File: src/rtl/stg_pkg.sv
package stg_pkg;

  typedef enum logic [1:0] {
    PH_SYNC  = 2'd0,
    PH_BACK  = 2'd1,
    PH_ACT   = 2'd2,
    PH_FRONT = 2'd3
  } phase_e;

  localparam int NUM_EV     = 10;
  localparam int EV_H_BASE  = 0;
  localparam int EV_V_BASE  = 4;
  localparam int EV_VF_END  = 8;
  localparam int EV_IDLE    = 9;

  localparam int CTL_EN     = 0;
  localparam int CTL_CONT   = 1;
  localparam int CTL_ILACE  = 4;
  localparam int CTL_ODD1ST = 5;
  localparam int CTL_DLY_LO = 6;

  localparam int A_CTL      = 0;
  localparam int A_HORZ_A   = 1;
  localparam int A_HORZ_B   = 2;
  localparam int A_VPRI_A   = 3;
  localparam int A_VPRI_B   = 4;
  localparam int A_VEVN_A   = 5;
  localparam int A_VEVN_B   = 6;
  localparam int A_MASK     = 7;
  localparam int A_CLR      = 8;
  localparam int N_WORDS    = 7;

endpackage

File: src/rtl/stg_regs.sv
module stg_regs
  import stg_pkg::*;
#(
  parameter int DATA_W = 32,
  parameter int ADDR_W = 4
) (
  input  logic                            clk,
  input  logic                            rst_n,
  input  logic                            wr_en,
  input  logic [ADDR_W-1:0]               wr_addr,
  input  logic [DATA_W-1:0]               wr_data,
  input  logic [NUM_EV-1:0]               ev,
  output logic [N_WORDS-1:0][DATA_W-1:0]  words,
  output logic [NUM_EV-1:0]               status,
  output logic                            irq
);

  for (genvar w = 0; w < N_WORDS; w++) begin : g_word
    logic              ld;
    logic [DATA_W-1:0] q;
    assign ld = wr_en && (wr_addr == ADDR_W'(w));
    always_ff @(posedge clk or negedge rst_n) begin
      if (!rst_n)  q <= '0;
      else if (ld) q <= wr_data;
    end
    assign words[w] = q;
  end

  logic              mask_ld;
  logic [NUM_EV-1:0] mask_q;
  logic [NUM_EV-1:0] clr_vec;
  logic [NUM_EV-1:0] st_q, st_d;

  assign mask_ld = wr_en && (wr_addr == ADDR_W'(A_MASK));
  assign clr_vec = (wr_en && (wr_addr == ADDR_W'(A_CLR))) ? wr_data[NUM_EV-1:0] : '0;

  always_comb begin
    st_d = (st_q & ~clr_vec) | ev;
  end

  always_ff @(posedge clk or negedge rst_n) begin
    if (!rst_n)       mask_q <= '0;
    else if (mask_ld) mask_q <= wr_data[NUM_EV-1:0];
  end

  always_ff @(posedge clk or negedge rst_n) begin
    if (!rst_n) st_q <= '0;
    else        st_q <= st_d;
  end

  assign status = st_q;
  assign irq    = |(st_q & mask_q);


  event_wins_chk: assert property (@(posedge clk) disable iff (!rst_n)
    (ev != '0) |=> ((st_q & $past(ev)) == $past(ev)));

endmodule

File: src/rtl/stg_phase_cnt.sv
module stg_phase_cnt
  import stg_pkg::*;
#(
  parameter int LEN_W = 16
) (
  input  logic             clk,
  input  logic             rst_n,
  input  logic             clr,
  input  logic             adv,
  input  logic [LEN_W-1:0] len_sync,
  input  logic [LEN_W-1:0] len_back,
  input  logic [LEN_W-1:0] len_act,
  input  logic [LEN_W-1:0] len_front,
  output phase_e           phase,
  output logic             first,
  output logic             last,
  output logic             wrap
);

  localparam int CW = LEN_W + 1;

  phase_e           ph_q, ph_d;
  logic [LEN_W-1:0] cnt_q, cnt_d;
  logic [LEN_W-1:0] cur_len;

  always_comb begin
    case (ph_q)
      PH_SYNC: cur_len = len_sync;
      PH_BACK: cur_len = len_back;
      PH_ACT:  cur_len = len_act;
      default: cur_len = len_front;
    endcase
  end

  // a zero length behaves as one clock
  assign last  = ({1'b0, cnt_q} + CW'(1)) >= {1'b0, cur_len};
  assign first = (cnt_q == '0);
  assign wrap  = last && (ph_q == PH_FRONT);

  always_comb begin
    ph_d  = ph_q;
    cnt_d = cnt_q;
    if (clr) begin
      ph_d  = PH_SYNC;
      cnt_d = '0;
    end else if (adv) begin
      if (last) begin
        ph_d  = phase_e'(ph_q + 2'd1);
        cnt_d = '0;
      end else begin
        cnt_d = cnt_q + 1'b1;
      end
    end
  end

  always_ff @(posedge clk or negedge rst_n) begin
    if (!rst_n) begin
      ph_q  <= PH_SYNC;
      cnt_q <= '0;
    end else begin
      ph_q  <= ph_d;
      cnt_q <= cnt_d;
    end
  end

  assign phase = ph_q;


  front_to_sync_chk: assert property (@(posedge clk) disable iff (!rst_n)
    (!clr && adv && last && ph_q == PH_FRONT) |=> (ph_q == PH_SYNC && cnt_q == '0));


  hold_chk: assert property (@(posedge clk) disable iff (!rst_n)
    (!clr && !adv) |=> ($stable(ph_q) && $stable(cnt_q)));

endmodule

File: src/rtl/stg_seq.sv
module stg_seq (
  input  logic clk,
  input  logic rst_n,
  input  logic en,
  input  logic cont,
  input  logic ilace,
  input  logic odd_first,
  input  logic h_wrap,
  input  logic v_wrap,
  output logic run,
  output logic field_even,
  output logic cnt_clr,
  output logic field_end,
  output logic stop
);

  logic run_q, run_d;
  logic done_q, done_d;
  logic even_q, even_d;
  logic second_q, second_d;
  logic start;

  assign field_end = run_q & h_wrap & v_wrap;
  assign start     = !run_q & en & !done_q;
  assign stop      = run_q & (!en | (field_end & !cont & (!ilace | second_q)));

  always_comb begin
    run_d    = run_q;
    done_d   = done_q;
    even_d   = even_q;
    second_d = second_q;
    if (start) begin
      run_d    = 1'b1;
      done_d   = 1'b0;
      second_d = 1'b0;
      even_d   = ilace & !odd_first;
    end else if (stop) begin
      run_d  = 1'b0;
      done_d = en;
    end else if (field_end) begin
      second_d = !second_q;
      even_d   = ilace & !even_q;
    end
    if (!en) done_d = 1'b0;
  end

  always_ff @(posedge clk or negedge rst_n) begin
    if (!rst_n) begin
      run_q    <= 1'b0;
      done_q   <= 1'b0;
      even_q   <= 1'b0;
      second_q <= 1'b0;
    end else begin
      run_q    <= run_d;
      done_q   <= done_d;
      even_q   <= even_d;
      second_q <= second_d;
    end
  end

  assign run        = run_q;
  assign field_even = even_q;
  assign cnt_clr    = !run_q;


  en_low_stops_chk: assert property (@(posedge clk) disable iff (!rst_n)
    !en |=> !run_q);


  single_frame_stop_chk: assert property (@(posedge clk) disable iff (!rst_n)
    (field_end && !cont && !ilace) |=> !run_q);


  field_toggle_chk: assert property (@(posedge clk) disable iff (!rst_n)
    (field_end && ilace && cont && en) |=> (even_q != $past(even_q)));

endmodule

File: src/rtl/stg_odd_vsync.sv
module stg_odd_vsync #(
  parameter int DLY_W = 17
) (
  input  logic             clk,
  input  logic             rst_n,
  input  logic             run,
  input  logic             odd_sel,
  input  logic             vs_raw,
  input  logic [DLY_W-1:0] dly,
  output logic             vs_out
);

  logic             seen_q, seen_d;
  logic [DLY_W-1:0] cnt_q, cnt_d;
  logic             chg;
  logic             shifted;

  assign chg = (vs_raw != seen_q);

  always_comb begin
    seen_d = seen_q;
    cnt_d  = cnt_q;
    if (!run) begin
      seen_d = 1'b0;
      cnt_d  = '0;
    end else if (chg) begin
      seen_d = vs_raw;
      cnt_d  = dly;
    end else if (cnt_q != '0) begin
      cnt_d = cnt_q - 1'b1;
    end
  end

  always_ff @(posedge clk or negedge rst_n) begin
    if (!rst_n) begin
      seen_q <= 1'b0;
      cnt_q  <= '0;
    end else begin
      seen_q <= seen_d;
      cnt_q  <= cnt_d;
    end
  end

  always_comb begin
    if (chg) shifted = (dly == '0) ? vs_raw : seen_q;
    else     shifted = (cnt_q <= DLY_W'(1)) ? seen_q : !seen_q;
  end

  assign vs_out = run & (odd_sel ? shifted : vs_raw);


  odd_edge_held_chk: assert property (@(posedge clk) disable iff (!rst_n)
    (run && odd_sel && chg && dly > DLY_W'(1)) |=>
      (!run || !odd_sel || vs_out == $past(seen_q)));

endmodule

File: src/rtl/scan_timing_gen.sv
module scan_timing_gen
  import stg_pkg::*;
#(
  parameter int LEN_W  = 16,
  parameter int DLY_W  = 17,
  parameter int DATA_W = 32,
  parameter int ADDR_W = 4
) (
  input  logic              clk,
  input  logic              rst_n,
  input  logic              wr_en,
  input  logic [ADDR_W-1:0] wr_addr,
  input  logic [DATA_W-1:0] wr_data,
  output logic              hsync,
  output logic              vsync,
  output logic              de,
  output logic              field,
  output logic              irq,
  output logic [NUM_EV-1:0] evt_flags
);

  localparam int DLY_HI = CTL_DLY_LO + DLY_W;

  logic [N_WORDS-1:0][DATA_W-1:0] words;
  logic [DATA_W-1:0] ctl;
  logic [NUM_EV-1:0] ev;

  stg_regs #(.DATA_W(DATA_W), .ADDR_W(ADDR_W)) u_regs (
    .clk(clk), .rst_n(rst_n), .wr_en(wr_en), .wr_addr(wr_addr),
    .wr_data(wr_data), .ev(ev), .words(words), .status(evt_flags), .irq(irq)
  );

  assign ctl = words[A_CTL];

  logic             en, cont, ilace, odd_first;
  logic [DLY_W-1:0] dly;
  assign en        = ctl[CTL_EN];
  assign cont      = ctl[CTL_CONT];
  assign ilace     = ctl[CTL_ILACE];
  assign odd_first = ctl[CTL_ODD1ST];
  assign dly       = ctl[CTL_DLY_LO +: DLY_W];

  logic run, field_even, cnt_clr, field_end, stop;
  logic h_first, h_last, h_wrap;
  logic v_first, v_last, v_wrap;
  phase_e h_phase, v_phase;

  stg_seq u_seq (
    .clk(clk), .rst_n(rst_n), .en(en), .cont(cont), .ilace(ilace),
    .odd_first(odd_first), .h_wrap(h_wrap), .v_wrap(v_wrap), .run(run),
    .field_even(field_even), .cnt_clr(cnt_clr), .field_end(field_end), .stop(stop)
  );

  stg_phase_cnt #(.LEN_W(LEN_W)) u_hcnt (
    .clk(clk), .rst_n(rst_n), .clr(cnt_clr), .adv(run),
    .len_sync (words[A_HORZ_A][LEN_W-1:0]),
    .len_back (words[A_HORZ_A][2*LEN_W-1:LEN_W]),
    .len_act  (words[A_HORZ_B][LEN_W-1:0]),
    .len_front(words[A_HORZ_B][2*LEN_W-1:LEN_W]),
    .phase(h_phase), .first(h_first), .last(h_last), .wrap(h_wrap)
  );

  logic              use_even;
  logic [DATA_W-1:0] vw_a, vw_b;
  assign use_even = ilace & field_even;

  always_comb begin
    if (use_even) begin
      vw_a = words[A_VEVN_A];
      vw_b = words[A_VEVN_B];
    end else begin
      vw_a = words[A_VPRI_A];
      vw_b = words[A_VPRI_B];
    end
  end

  stg_phase_cnt #(.LEN_W(LEN_W)) u_vcnt (
    .clk(clk), .rst_n(rst_n), .clr(cnt_clr), .adv(run & h_wrap),
    .len_sync (vw_a[LEN_W-1:0]),
    .len_back (vw_a[2*LEN_W-1:LEN_W]),
    .len_act  (vw_b[LEN_W-1:0]),
    .len_front(vw_b[2*LEN_W-1:LEN_W]),
    .phase(v_phase), .first(v_first), .last(v_last), .wrap(v_wrap)
  );

  logic line_start;
  assign line_start = h_first & (h_phase == PH_SYNC);

  for (genvar p = 0; p < 4; p++) begin : g_ev
    assign ev[EV_H_BASE + p] = run & h_first & (h_phase == phase_e'(2'(p)));
    assign ev[EV_V_BASE + p] = run & line_start & v_first & (v_phase == phase_e'(2'(p)));
  end
  assign ev[EV_VF_END] = field_end;
  assign ev[EV_IDLE]   = stop;

  logic vs_raw;
  assign vs_raw = run & (v_phase == PH_SYNC);

  stg_odd_vsync #(.DLY_W(DLY_W)) u_vdly (
    .clk(clk), .rst_n(rst_n), .run(run), .odd_sel(ilace & !field_even),
    .vs_raw(vs_raw), .dly(dly), .vs_out(vsync)
  );

  assign hsync = run & (h_phase == PH_SYNC);
  assign de    = run & (h_phase == PH_ACT) & (v_phase == PH_ACT);
  assign field = run & field_even;

  logic unused_bits;
  assign unused_bits = ^{ctl[DATA_W-1:DLY_HI], ctl[3:2], h_last, v_last};


  de_exclusive_chk: assert property (@(posedge clk) disable iff (!rst_n)
    de |-> (!hsync && !vs_raw));

endmodule

File: config.mk
export PLATFORM = sky130hd
export DESIGN_NAME = scan_timing_gen
export DESIGN_NICKNAME = d
export VERILOG_FILES = /design/src/rtl/stg_pkg.sv /design/src/rtl/stg_regs.sv /design/src/rtl/stg_phase_cnt.sv /design/src/rtl/stg_seq.sv /design/src/rtl/stg_odd_vsync.sv /design/src/rtl/scan_timing_gen.sv
export SDC_FILE = /design/constraint.sdc
export NUM_CORES = 1
export LEC_CHECK = 0
export BUFFER_PORTS_ARGS = -buffer_cell sky130_fd_sc_hd__buf_2
export CAP_MARGIN = 20
export CORE_MARGIN = 2
export CORE_UTILIZATION = 57
export DETAILED_ROUTE_END_ITERATION = 7
export PLACE_DENSITY = 0.77
export SYNTH_ARGS = -nofsm -noshare
export SYNTH_HDL_FRONTEND = slang
export SYNTH_HIERARCHICAL = 1
export SYNTH_SLANG_ARGS = --single-unit
File: constraint.sdc
create_clock -name clk -period 3.65 [get_ports clk]
set_clock_uncertainty 0.2 [all_clocks]
set_input_delay 0.1825 -clock clk [delete_from_list [all_inputs] [get_ports clk]]
set_output_delay 0.1825 -clock clk [all_outputs]
set_load 0.01 [all_outputs]
## Word-level counts from Yosys, hierarchy flattened

Cells that the tools add are included.

| operators by class | value |
|---|---|
| add/subtract/negate cells | 7 |
| multiply operators | 0 |
| divide/modulo/power cells | 0 |
| order comparisons | 3 |
| equal/unequal tests | 22 |
| shift-type cells | 0 |
| mux-type cells | 35 |
| bitwise gates (word level) | 34 |
| reduce and logical (&&, ||, !) cells | 32 |

Operators by type and width:

| operator | number |
|---|---|
| case mux 16 bit (3 select lines) | 2 |
| 2-to-1 mux 16 bit | 5 |
| 2-to-1 mux 32 bit | 2 |
| 2-to-1 mux 17 bit | 3 |
| adder 16 x 1 -> 17 bit, second input constant | 2 |
| greater-or-equal comparator 17 x 16 -> 1 bit | 2 |
| adder 16 x 1 -> 16 bit, second input constant | 2 |
| logical NOT 16 bit | 2 |
| AND 1 bit | 28 |
| AND 10 bit | 2 |
| <= comparator 17 x 1 -> 1 bit, second input constant | 1 |
| logical NOT 17 bit | 1 |
| 2-to-1 mux 1 bit | 17 |
| nonzero test 17 bit | 1 |
| subtractor 17 x 1 -> 17 bit, second input constant | 1 |
| == test 4 x 3 -> 1 bit, second input constant | 4 |
| logical AND 1 bit | 11 |
| 2-to-1 mux 10 bit | 1 |
| 2-to-1 mux 2 bit | 5 |
| inequality test 2 x 1 -> 1 bit, second input constant | 5 |
| NOT 10 bit | 1 |
| bitwise OR 10 bit | 1 |
| OR reduction 10 bit | 1 |
| logical NOT 1 bit | 9 |
| other kinds (14) | 24 |

| storage, ports and cells | value |
|---|---|
| bits in registers | 293 |
| latch bits | 0 |
| RAM bits | 0 |
| bits in read-only memories | 0 |
| input bits | 39 |
| output and inout bits | 15 |
| logic and storage cells | 152 |
| memories | 0 |

## Longest topological paths before layout

Gate-level depths: netlist (run 1).

| logic depth | value |
|---|---|
| word-level depth | 13 |
| gate-level depth with buffers | 20 |
| mapped depth without buffers | 17 |

## Cells and area by module

Netlist (run 1), hierarchy kept.

Modules (own cells, without submodules):

| module | instances | cells each | area each (um^2) | sequential area each (um^2) |
|---|---|---|---|---|
| stg_regs | 1 | 553 | 9201.3 | 6105.9 |
| stg_phase_cnt | 2 | 232 | 2004.4 | 450.4 |
| stg_odd_vsync | 1 | 140 | 1244.9 | 450.4 |
| scan_timing_gen | 1 | 89 | 954.7 | 0.0 |
| stg_seq | 1 | 26 | 260.2 | 100.1 |

## Worst setup path before layout (run 1)

Ideal clock, no wire load.

| path | value |
|---|---|
| kind | reg2reg |
| start point | register u_hcnt.ph_q[0] (netlist: u_hcnt/phase[0]) |
| end point | register u_vcnt.cnt_q[13] |
| library setup time | 0.092 ns |
| arrival | 3.688 ns |
| data required time | 3.358 ns |
| slack | -0.330 ns |
| cell stages (with the launch flop) | 21 |
| buffers on the path | 4 |
| period minus slack after synthesis | 3.980 ns |
| cells stage by stage | dfrtp_1 -> inv_1 -> ha_1 -> clkbuf_1 -> clkbuf_1 -> a222oi_1 -> nand2_1 -> o21ai_0 -> ha_1 -> a211oi_1 -> o21bai_1 -> a21oi_1 -> o211a_1 -> buf_6 -> clkinv_2 -> and2_1 -> and2_1 -> nor2_1 -> clkbuf_1 -> nand2_1 -> o31ai_2 |

| between the ends | value |
|---|---|
| longest elaborated chain between the ends | 6 |
| elaborated cells between the ends (all ways) | 9 |
| those cells by class | order compare (1); eq/ne (4); mux (1); bitwise (1); reduce/logical (2) |

Ends and longest elaborated chain:

| element | RTL line | text |
|---|---|---|
| start: declaration | stg_phase_cnt.sv:22 | `phase_e ph_q, ph_d;` |
| start signal: assignment | stg_phase_cnt.sv:61 | `ph_q <= ph_d;` |
| == test 2 bit, or another cell as far along | stg_phase_cnt.sv:27 | `case (ph_q)` |
| case mux 16 bit (3 select lines) * | stg_phase_cnt.sv:27 |  |
| greater-or-equal comparator 17 x 16 -> 1 bit * | stg_phase_cnt.sv:36 | `assign last = ({1'b0, cnt_q} + CW'(1)) >= {1'b0, cur_len};` |
| net h_last | scan_timing_gen.sv:44 | `logic h_first, h_last, h_wrap;` |
| logical AND 1 bit * | stg_phase_cnt.sv:38 | `assign wrap = last && (ph_q == PH_FRONT);` |
| net h_wrap | scan_timing_gen.sv:44 |  |
| AND 1 bit * | scan_timing_gen.sv:78 | `.clk(clk), .rst_n(rst_n), .clr(cnt_clr), .adv(run & h_wrap),` |
| inequality test 2 x 1 -> 1 bit (no source line) * | -- |  |
| end signal: assignment | stg_phase_cnt.sv:62 | `cnt_q <= cnt_d;` |
| end: declaration | stg_phase_cnt.sv:23 | `logic [LEN_W-1:0] cnt_q, cnt_d;` |

The timed path passes the listed nets; every way through them passes the cells marked *.
A chain may end at the register's enable or synchronous reset.

## Worst setup path in the final report (run 1)

| path | value |
|---|---|
| start point | register u_seq.even_q (netlist: u_seq/field_even) |
| end point | register u_regs.st_q[9] (netlist: u_regs/status[9]) |

| between the ends | value |
|---|---|
| longest elaborated chain between the ends | 11 |
| elaborated cells between the ends (all ways) | 12 |
| those cells by class | order compare (1); mux (3); bitwise (7); reduce/logical (1) |

Ends and longest elaborated chain:

| element | RTL line | text |
|---|---|---|
| start: declaration | stg_seq.sv:19 | `logic even_q, even_d;` |
| start signal: assignment | stg_seq.sv:56 | `even_q <= even_d;` |
| AND 1 bit | scan_timing_gen.sv:65 | `assign use_even = ilace & field_even;` |
| 2-to-1 mux 32 bit | scan_timing_gen.sv:68 | `if (use_even) begin` |
| net vw_b[14] | scan_timing_gen.sv:64 | `logic [DATA_W-1:0] vw_a, vw_b;` |
| case mux 16 bit (3 select lines) | stg_phase_cnt.sv:27 |  |
| greater-or-equal comparator 17 x 16 -> 1 bit | stg_phase_cnt.sv:36 |  |
| net v_last | scan_timing_gen.sv:45 | `logic v_first, v_last, v_wrap;` |
| logical AND 1 bit | stg_phase_cnt.sv:38 |  |
| net v_wrap | scan_timing_gen.sv:45 |  |
| AND 1 bit | stg_seq.sv:23 | `assign field_end = run_q & h_wrap & v_wrap;` |
| net ev[8] | scan_timing_gen.sv:26 | `logic [NUM_EV-1:0] ev;` |
| AND 1 bit (2 in a row) | stg_seq.sv:25 | `assign stop = run_q & (!en \| (field_end & !cont & (!ilace \| second_q)));` |
| bitwise OR 1 bit | stg_seq.sv:25 |  |
| AND 1 bit | stg_seq.sv:25 |  |
| net ev[9] | scan_timing_gen.sv:26 |  |
| bitwise OR 10 bit | stg_regs.sv:38 | `st_d = (st_q & ~clr_vec) \| ev;` |
| net u_regs.st_d[9] | stg_regs.sv:32 | `logic [NUM_EV-1:0] st_q, st_d;` |
| end signal: assignment | stg_regs.sv:48 | `else st_q <= st_d;` |
| end: declaration | stg_regs.sv:32 |  |

The timed path passes the listed nets, and every way through them passes these cells.

==> flow_summary_export.csv, run 1 <==
group,metric,value,unit
floorplan,effective_utilization_at_floorplan,0.583,
clock_network,tritoncts,"done",
floorplan,dieHeight,168,um
floorplan,die_area,0.0281,sq mm
drt,routed-via-count,11200,
pwr,power_density,585,mW/mm^2
sta,max-slew-margin-rel,0.331,
floorplan,pin_count,54,
place,hpwl,25400,um
clock_network,clk_path_buf_depth,3,
logic_synthesis,yosys_warnings,6,
pwr,worst_ir_drop_vdd,0.408,mV
layout,antenna_cells,0,
status,violations,"negative setup slack",
layout,drive_above_1_share,0.429,
drt,route.detailed.drc,0,
sta,worst_hold_slack,0.287,ns
clock_network,numCtsBuffers,30,
sta,worstMarginPinSlew,0.997,ns
hold_path,timing.hold.worst.class,"reg -> reg",
floorplan,core_region_area,0.0262,sq mm
worst_setup_path,critical_path.reg2reg.startpoint,"u_seq/field_even",
logic_synthesis,synthesized_net_count,1338,
pwr,power.share.combinational,0.277,
layout,areaGrowthSynthToFinish,22.5,%
worst_setup_path,rrSetupSlack,-0.21,ns
worst_setup_path,crit_path_max_fanout,7,
worst_setup_path,critPathArrivalTime,4.11,ns
pwr,swShare,0.298,
clock_network,clock_sink_count,291,
global_routing,grt_antenna_before_repair,1,
sta,worst_slack,-0.209,ns
status,outcome,"complete, but fails checks",
sta,slew_violations,0,
sta,unrepaired_setup_endpoints_after_global_routing,"yes",
logic_synthesis,synth.cell_area,0.0153,sq mm
sta,final_hold_viol_count,0,
clock_network,worstSkewPairLatency,0.56,ns
global_routing,grtUsageTotal,0.277,
place,place_ws,-0.213,ns
clock_network,cts-root-buf,"clkbuf_16",
place,dp_cells,1673,
drt,drt_first_pass_iters,6,
logic_synthesis,syn_inst,1250,
drt,drt_iter0_drc,1187,
worst_setup_path,startpoint,"u_seq/field_even",
sta,fmaxAchievable,259,MHz
global_routing,grt_max_degree,63,
logic_synthesis,syn_area_per_cell,12.2,sq um
clock_network,clock_transition_at_the_register_clock_pins_on_the_worst_setup_and_hold_paths_after_cts,0.06,ns
global_routing,grt.overflow.total,0,
worst_setup_path,worst-r2r-cell-count,18,
pwr,p_sw,3.26,mW
job,drv_cap,0,
worst_setup_path,timing.critical_path.to,"u_regs/status[9]",
worst_setup_path,critical_path.startpoint_type,"register",
layout,final_cells,1791,
place,io_buffers,53,
worst_setup_path,worst_ep_required_time,3.90,ns
worst_setup_path,cp-end-kind,"register",
global_routing,grt_first_pass_wirelength,61600,um
pwr,portion_of_total_power_attributed_to_sequential_cells,0.401,
layout,layout.nets,1520,
sta,setup_viol_count_final,21,
floorplan,die-width,168,um
sta,min_period,3.86,ns
worst_setup_path,r2r_end,"u_regs/status[9]",
drt,drt_wirelength,39800,um
pwr,power_report.internal_total,7.68,mW
worst_setup_path,worstSetupPathType,"reg -> reg",
clock_network,cts-htree-levels,1,
place,gp_congestion,0.874,
pwr,total_leakage_power,8.65,nW
drt,avgRoutedWirePerCell,22.2,um
pwr,pwr-share-clk,0.322,
drt,ant_nets,0,
drt,drt-vias-per-instance,6.26,
global_routing,first_global_vias,11400,
floorplan,rows,59,
sta,post_route_clock_period_utilization,1.06,
[cells in the final DEF, fill, tap and decap left out, types with 9 or more instances in the layout]
master and count:
buf_4 106, mux2_4 9, nor4_1 12, nand2b_1 20, buf_12 13, mux2_1 9
mux2i_1 13, buf_2 52, a21oi_1 13, a222oi_1 32, a21boi_0 10, dlygate4sd3_1 40
xor2_1 25, mux2_2 272, xnor2_1 17, inv_1 15, o21ai_1 9, nand3_1 29
a32o_1 14, o21ai_0 32, dfrtp_1 289, nand2_1 74, nor3_1 10, ha_1 42
o21ai_2 12, nor2_1 41, clkbuf_16 34, and3_1 12
[cell type report]
class	count	area [sq um]
fill	1690	7510
multi-input combinational	866	7870
timing repair buffer	221	1880
tap	335	419
sequential	291	7280
clock buffer	37	838
clock inverter	19	312
inverter	22	95.1
[per-stage QoR]
stage / setup TNS [ns] / utilization / power, mW / area, sq um
after floorplan: -0.0529 / - / 6.39 / 15300
after global placement: -0.407 / 0.631 / 7.07 / 16500
after detailed placement: -1.54 / 0.631 / 7.19 / 16500
after CTS: -0.392 / 0.696 / 10.8 / 18200
after global routing: -4.30 / 0.714 / 11.5 / 18700
final: -1.78 / 0.714 / 10.9 / 18700
[critical path, cell delays in order, from the launching register on]
cell	delay [ns]
dfrtp_1	0.41
nand2_4	0.13
buf_12	0.15
buf_12	0.13
mux2_4	0.30
a222oi_1	0.35
nand2_1	0.11
o21ai_2	0.08
ha_1	0.26
a21o_1	0.17
a21o_1	0.18
a21oi_1	0.13
o211a_1	0.27
clkinv_4	0.09
and2_4	0.15
and3_4	0.16
nor3b_4	0.15
a21o_2	0.19
a21o_1	0.15
[sequential cells by signal (all words and copies together) (netlist names), 2 cells and up]
name             cells
u_regs/g_word.q    213
u_hcnt/cnt_q        16
u_vcnt/phase         2
u_hcnt/phase         2
u_vdly/cnt_q        17
u_vcnt/cnt_q        16
u_regs/status       10
u_regs/mask_q       10
[power by group through the flow]
stage               Sequential, mW  Combinational (mW)  Clock [mW]
global route                  4.46                3.32        3.69
global placement              4.37                2.69           0
CTS                           4.37                2.90        3.56
finish                        4.39                3.03        3.52
detailed placement            4.41                2.77           0
floorplan                     4.27                2.12           0
[metal layers]
metal | vias to the layer above | share of wire | routed length, um | track usage
met5 | - | 0 | 0 | 0
met4 | 0 | 0.029 | 1170 | 0.0802
met3 | 83 | 0.062 | 2450 | 0.0418
met2 | 421 | 0.48 | 19100 | 0.464
met1 | 5729 | 0.43 | 17000 | 0.376
li1 | 4982 | - | - | -
[worst min-delay path by stage]
| stage | slack (ns) | cells past startpoint | end | startpoint |
|---|---|---|---|---|
| after detailed placement | -0.01 | 1 | u_hcnt/cnt_q[9] | rst_n |
| after global placement | -0.02 | 1 | u_hcnt/cnt_q[9] | rst_n |
| final | 0.29 | 1 | u_regs/g_word[3].q[6] | u_regs/g_word[3].q[6] |
| after CTS | 0.29 | 1 | u_regs/g_word[3].q[6] | u_regs/g_word[3].q[6] |
| after floorplan | -0.31 | 0 | u_hcnt/cnt_q[0] | rst_n |
| after global routing | 0.29 | 1 | u_regs/g_word[3].q[6] | u_regs/g_word[3].q[6] |
[repair_timing]
action	4_1_cts	5_1_grt
pin swaps	22	35
gates resized for setup	27	77
hold endpoints to repair	417	0
hold buffers	40	0
gates cloned	0	3
setup endpoints to repair	22	24
setup buffers	10	8
Power figures use the tool's default switching activity.
==> run 2: changes to the inputs <==
CORE_UTILIZATION = 25   (was 57)
PLACE_DENSITY = not set   (was 0.77)
==> flow_summary_export.csv, run 2 (synthesis results as in run 1) <==
group,metric,value,unit
status,outcome,"complete, but fails checks",
worst_setup_path,worst-r2r-cell-count,18,
worst_setup_path,cp-end-kind,"register",
floorplan,rows,90,
layout,largest_register_ff_count,213,
hold_path,timing.hold.worst.class,"in -> reg",
floorplan,effective_utilization_at_floorplan,0.253,
clock_network,numCtsBuffers,36,
hold_path,min_to,"u_regs/status[9]",
drt,route.detailed.drc,0,
global_routing,grt_max_degree,105,
clock_network,worstSkewPairLatency,0.54,ns
pwr,power_density,570,mW/mm^2
pwr,total_leakage_power,8.64,nW
sta,fmaxAchievable,268,MHz
drt,drt_wirelength,42200,um
drt,drt-vias-per-instance,4.85,
worst_setup_path,worstSetupPathType,"reg -> reg",
layout,registers_with_the_most_flip_flops,"u_regs/g_word.q: 213 flops, u_vdly/cnt_q: 17 flops",
clock_network,clk_path_buf_depth,3,
clock_network,clock_transition_at_the_register_clock_pins_on_the_worst_setup_and_hold_paths_after_cts,0.06,ns
layout,registers.top_by_ff_count,"u_regs/g_word.q",
drt,drt_iter0_drc,743,
layout,areaGrowthSynthToFinish,26.9,%
worst_setup_path,rrSetupSlack,-0.08,ns
floorplan,die_area,0.0631,sq mm
worst_setup_path,crit_path_max_fanout,8,
global_routing,grt_first_pass_wirelength,65400,um
status,violations,"negative setup slack",
drt,avgRoutedWirePerCell,18.7,um
sta,worst_slack,-0.0815,ns
floorplan,dieHeight,251,um
floorplan,pin_count,54,
sta,worst_hold_slack,0.0318,ns
layout,layout.nets,1534,
floorplan,core_region_area,0.0604,sq mm
sta,min_period,3.73,ns
sta,setup_viol_count_final,3,
worst_setup_path,r2r_end,"u_regs/status[9]",
sta,final_hold_viol_count,0,
worst_setup_path,critical_path.startpoint_type,"register",
global_routing,grt_antenna_before_repair,2,
worst_setup_path,worst_ep_required_time,3.86,ns
layout,final_common_cell,"dfrtp_1",
worst_setup_path,critPathArrivalTime,3.94,ns
global_routing,first_global_vias,11200,
place,hpwl,28300,um
clock_network,cts-root-buf,"clkbuf_16",
sta,post_route_clock_period_utilization,1.02,
clock_network,clock_sink_count,291,
place,io_buffers,53,
layout,layout.cells.most_common_list,"286 x dfrtp_1, 269 x mux2_2, 113 x buf_4, 73 x nand2_1, 52 x buf_2",
sta,max-slew-margin-rel,0.368,
drt,drt_first_pass_iters,8,
layout,n_fill_cell,6027,
global_routing,grtUsageTotal,0.132,
drt,routed-via-count,10900,
sta,worstMarginPinSlew,0.948,ns
global_routing,grt.overflow.total,0,
pwr,worst_ir_drop_vdd,0.270,mV
layout,drive_above_1_share,0.443,
floorplan,die-width,251,um
hold_path,whs_path_depth,4,
worst_setup_path,critical_path.reg2reg.startpoint,"u_seq/field_even",
clock_network,cts-htree-levels,2,
job,drv_cap,0,
sta,slew_violations,0,
clock_network,tritoncts,"done",
layout,postLayoutCoreUtil,0.321,
sta,unrepaired_setup_endpoints_after_global_routing,"yes",
drt,ant_nets,0,
hold_path,hold_start,"wr_addr[0]",
place,gp_congestion,0.831,
## run 2: layer usage
layer,wire length [um],up-vias,global-route usage
met2,20500,253,0.220
li1,-,4999,-
met1,18600,5603,0.172
met5,0,-,0
met3,2200,63,0.0300
met4,835,0,0.0355
## run 2: worst max-delay path by stage
stage / to / depth (start not counted) / start
2_1_floorplan: u_vcnt/phase[0] / 19 / u_hcnt/phase[0]
3_3_place_gp: u_regs/status[9] / 17 / u_seq/field_even
3_5_place_dp: u_seq/run / 17 / u_seq/field_even
4_1_cts: u_regs/status[9] / 17 / u_regs/g_word[0].q[4]
5_1_grt: u_regs/status[9] / 17 / u_seq/field_even
6_report: u_regs/status[9] / 18 / u_seq/field_even
## run 2: layout make-up
cell class	count	area [sq um]	share of cell area
Antenna cell	2	5.00	0.000258
Timing Repair Buffer	229	1940	0.100
Clock inverter	14	151	0.00781
Sequential cell	291	7290	0.376
Clock buffer	46	1020	0.0526
Multi-Input combinational cell	866	7900	0.408
Tap cell	782	978	0.0505
Inverter	22	97.6	0.00504
## run 2: critical path, stage by stage (launching register included)
cell	delay, ns
dfrtp_1	0.40
nand2_4	0.22
buf_8	0.17
buf_4	0.12
mux2_2	0.36
a222oi_1	0.24
nand2_1	0.11
o21ai_0	0.10
ha_1	0.27
o21ai_1	0.09
o21bai_1	0.11
a21oi_1	0.14
o211a_1	0.23
clkinv_4	0.06
and2_4	0.13
and3_4	0.16
nor3b_4	0.16
a21o_2	0.19
a21o_1	0.14
## run 2: report_power, final
part / leakage (nW) / internal (mW) / switching, mW
clock network: 0.585 / 2.17 / 1.39
registers: 3.65 / 3.91 / 0.476
logic: 4.41 / 1.62 / 1.47
## run 2: what timing repair did
action	4_1_cts	5_1_grt
pin swaps	16	55
cloned	1	1
gates resized for setup	38	80
endpoints found under the setup margin	24	24
endpoints found under the hold margin	320	0
hold buffers	37	0
setup buffers	10	13
## run 2: metrics by stage
| step | cells | area (sq um) | setup WS [ns] | setup TNS [ns] | total power [mW] |
|---|---|---|---|---|---|
| 2_1_floorplan | 1250 | 15300 | -0.0350 | -0.0529 | 6.39 |
| 3_3_place_gp | 2128 | 17200 | -0.282 | -1.25 | 7.17 |
| 3_5_place_dp | 2129 | 17200 | -0.281 | -2.48 | 7.27 |
| 4_1_cts | 2237 | 18900 | -0.110 | -0.322 | 11.0 |
| 5_1_grt | 2250 | 19400 | -0.248 | -1.78 | 11.7 |
| 6_report | 2252 | 19400 | -0.0815 | -0.107 | 11.0 |
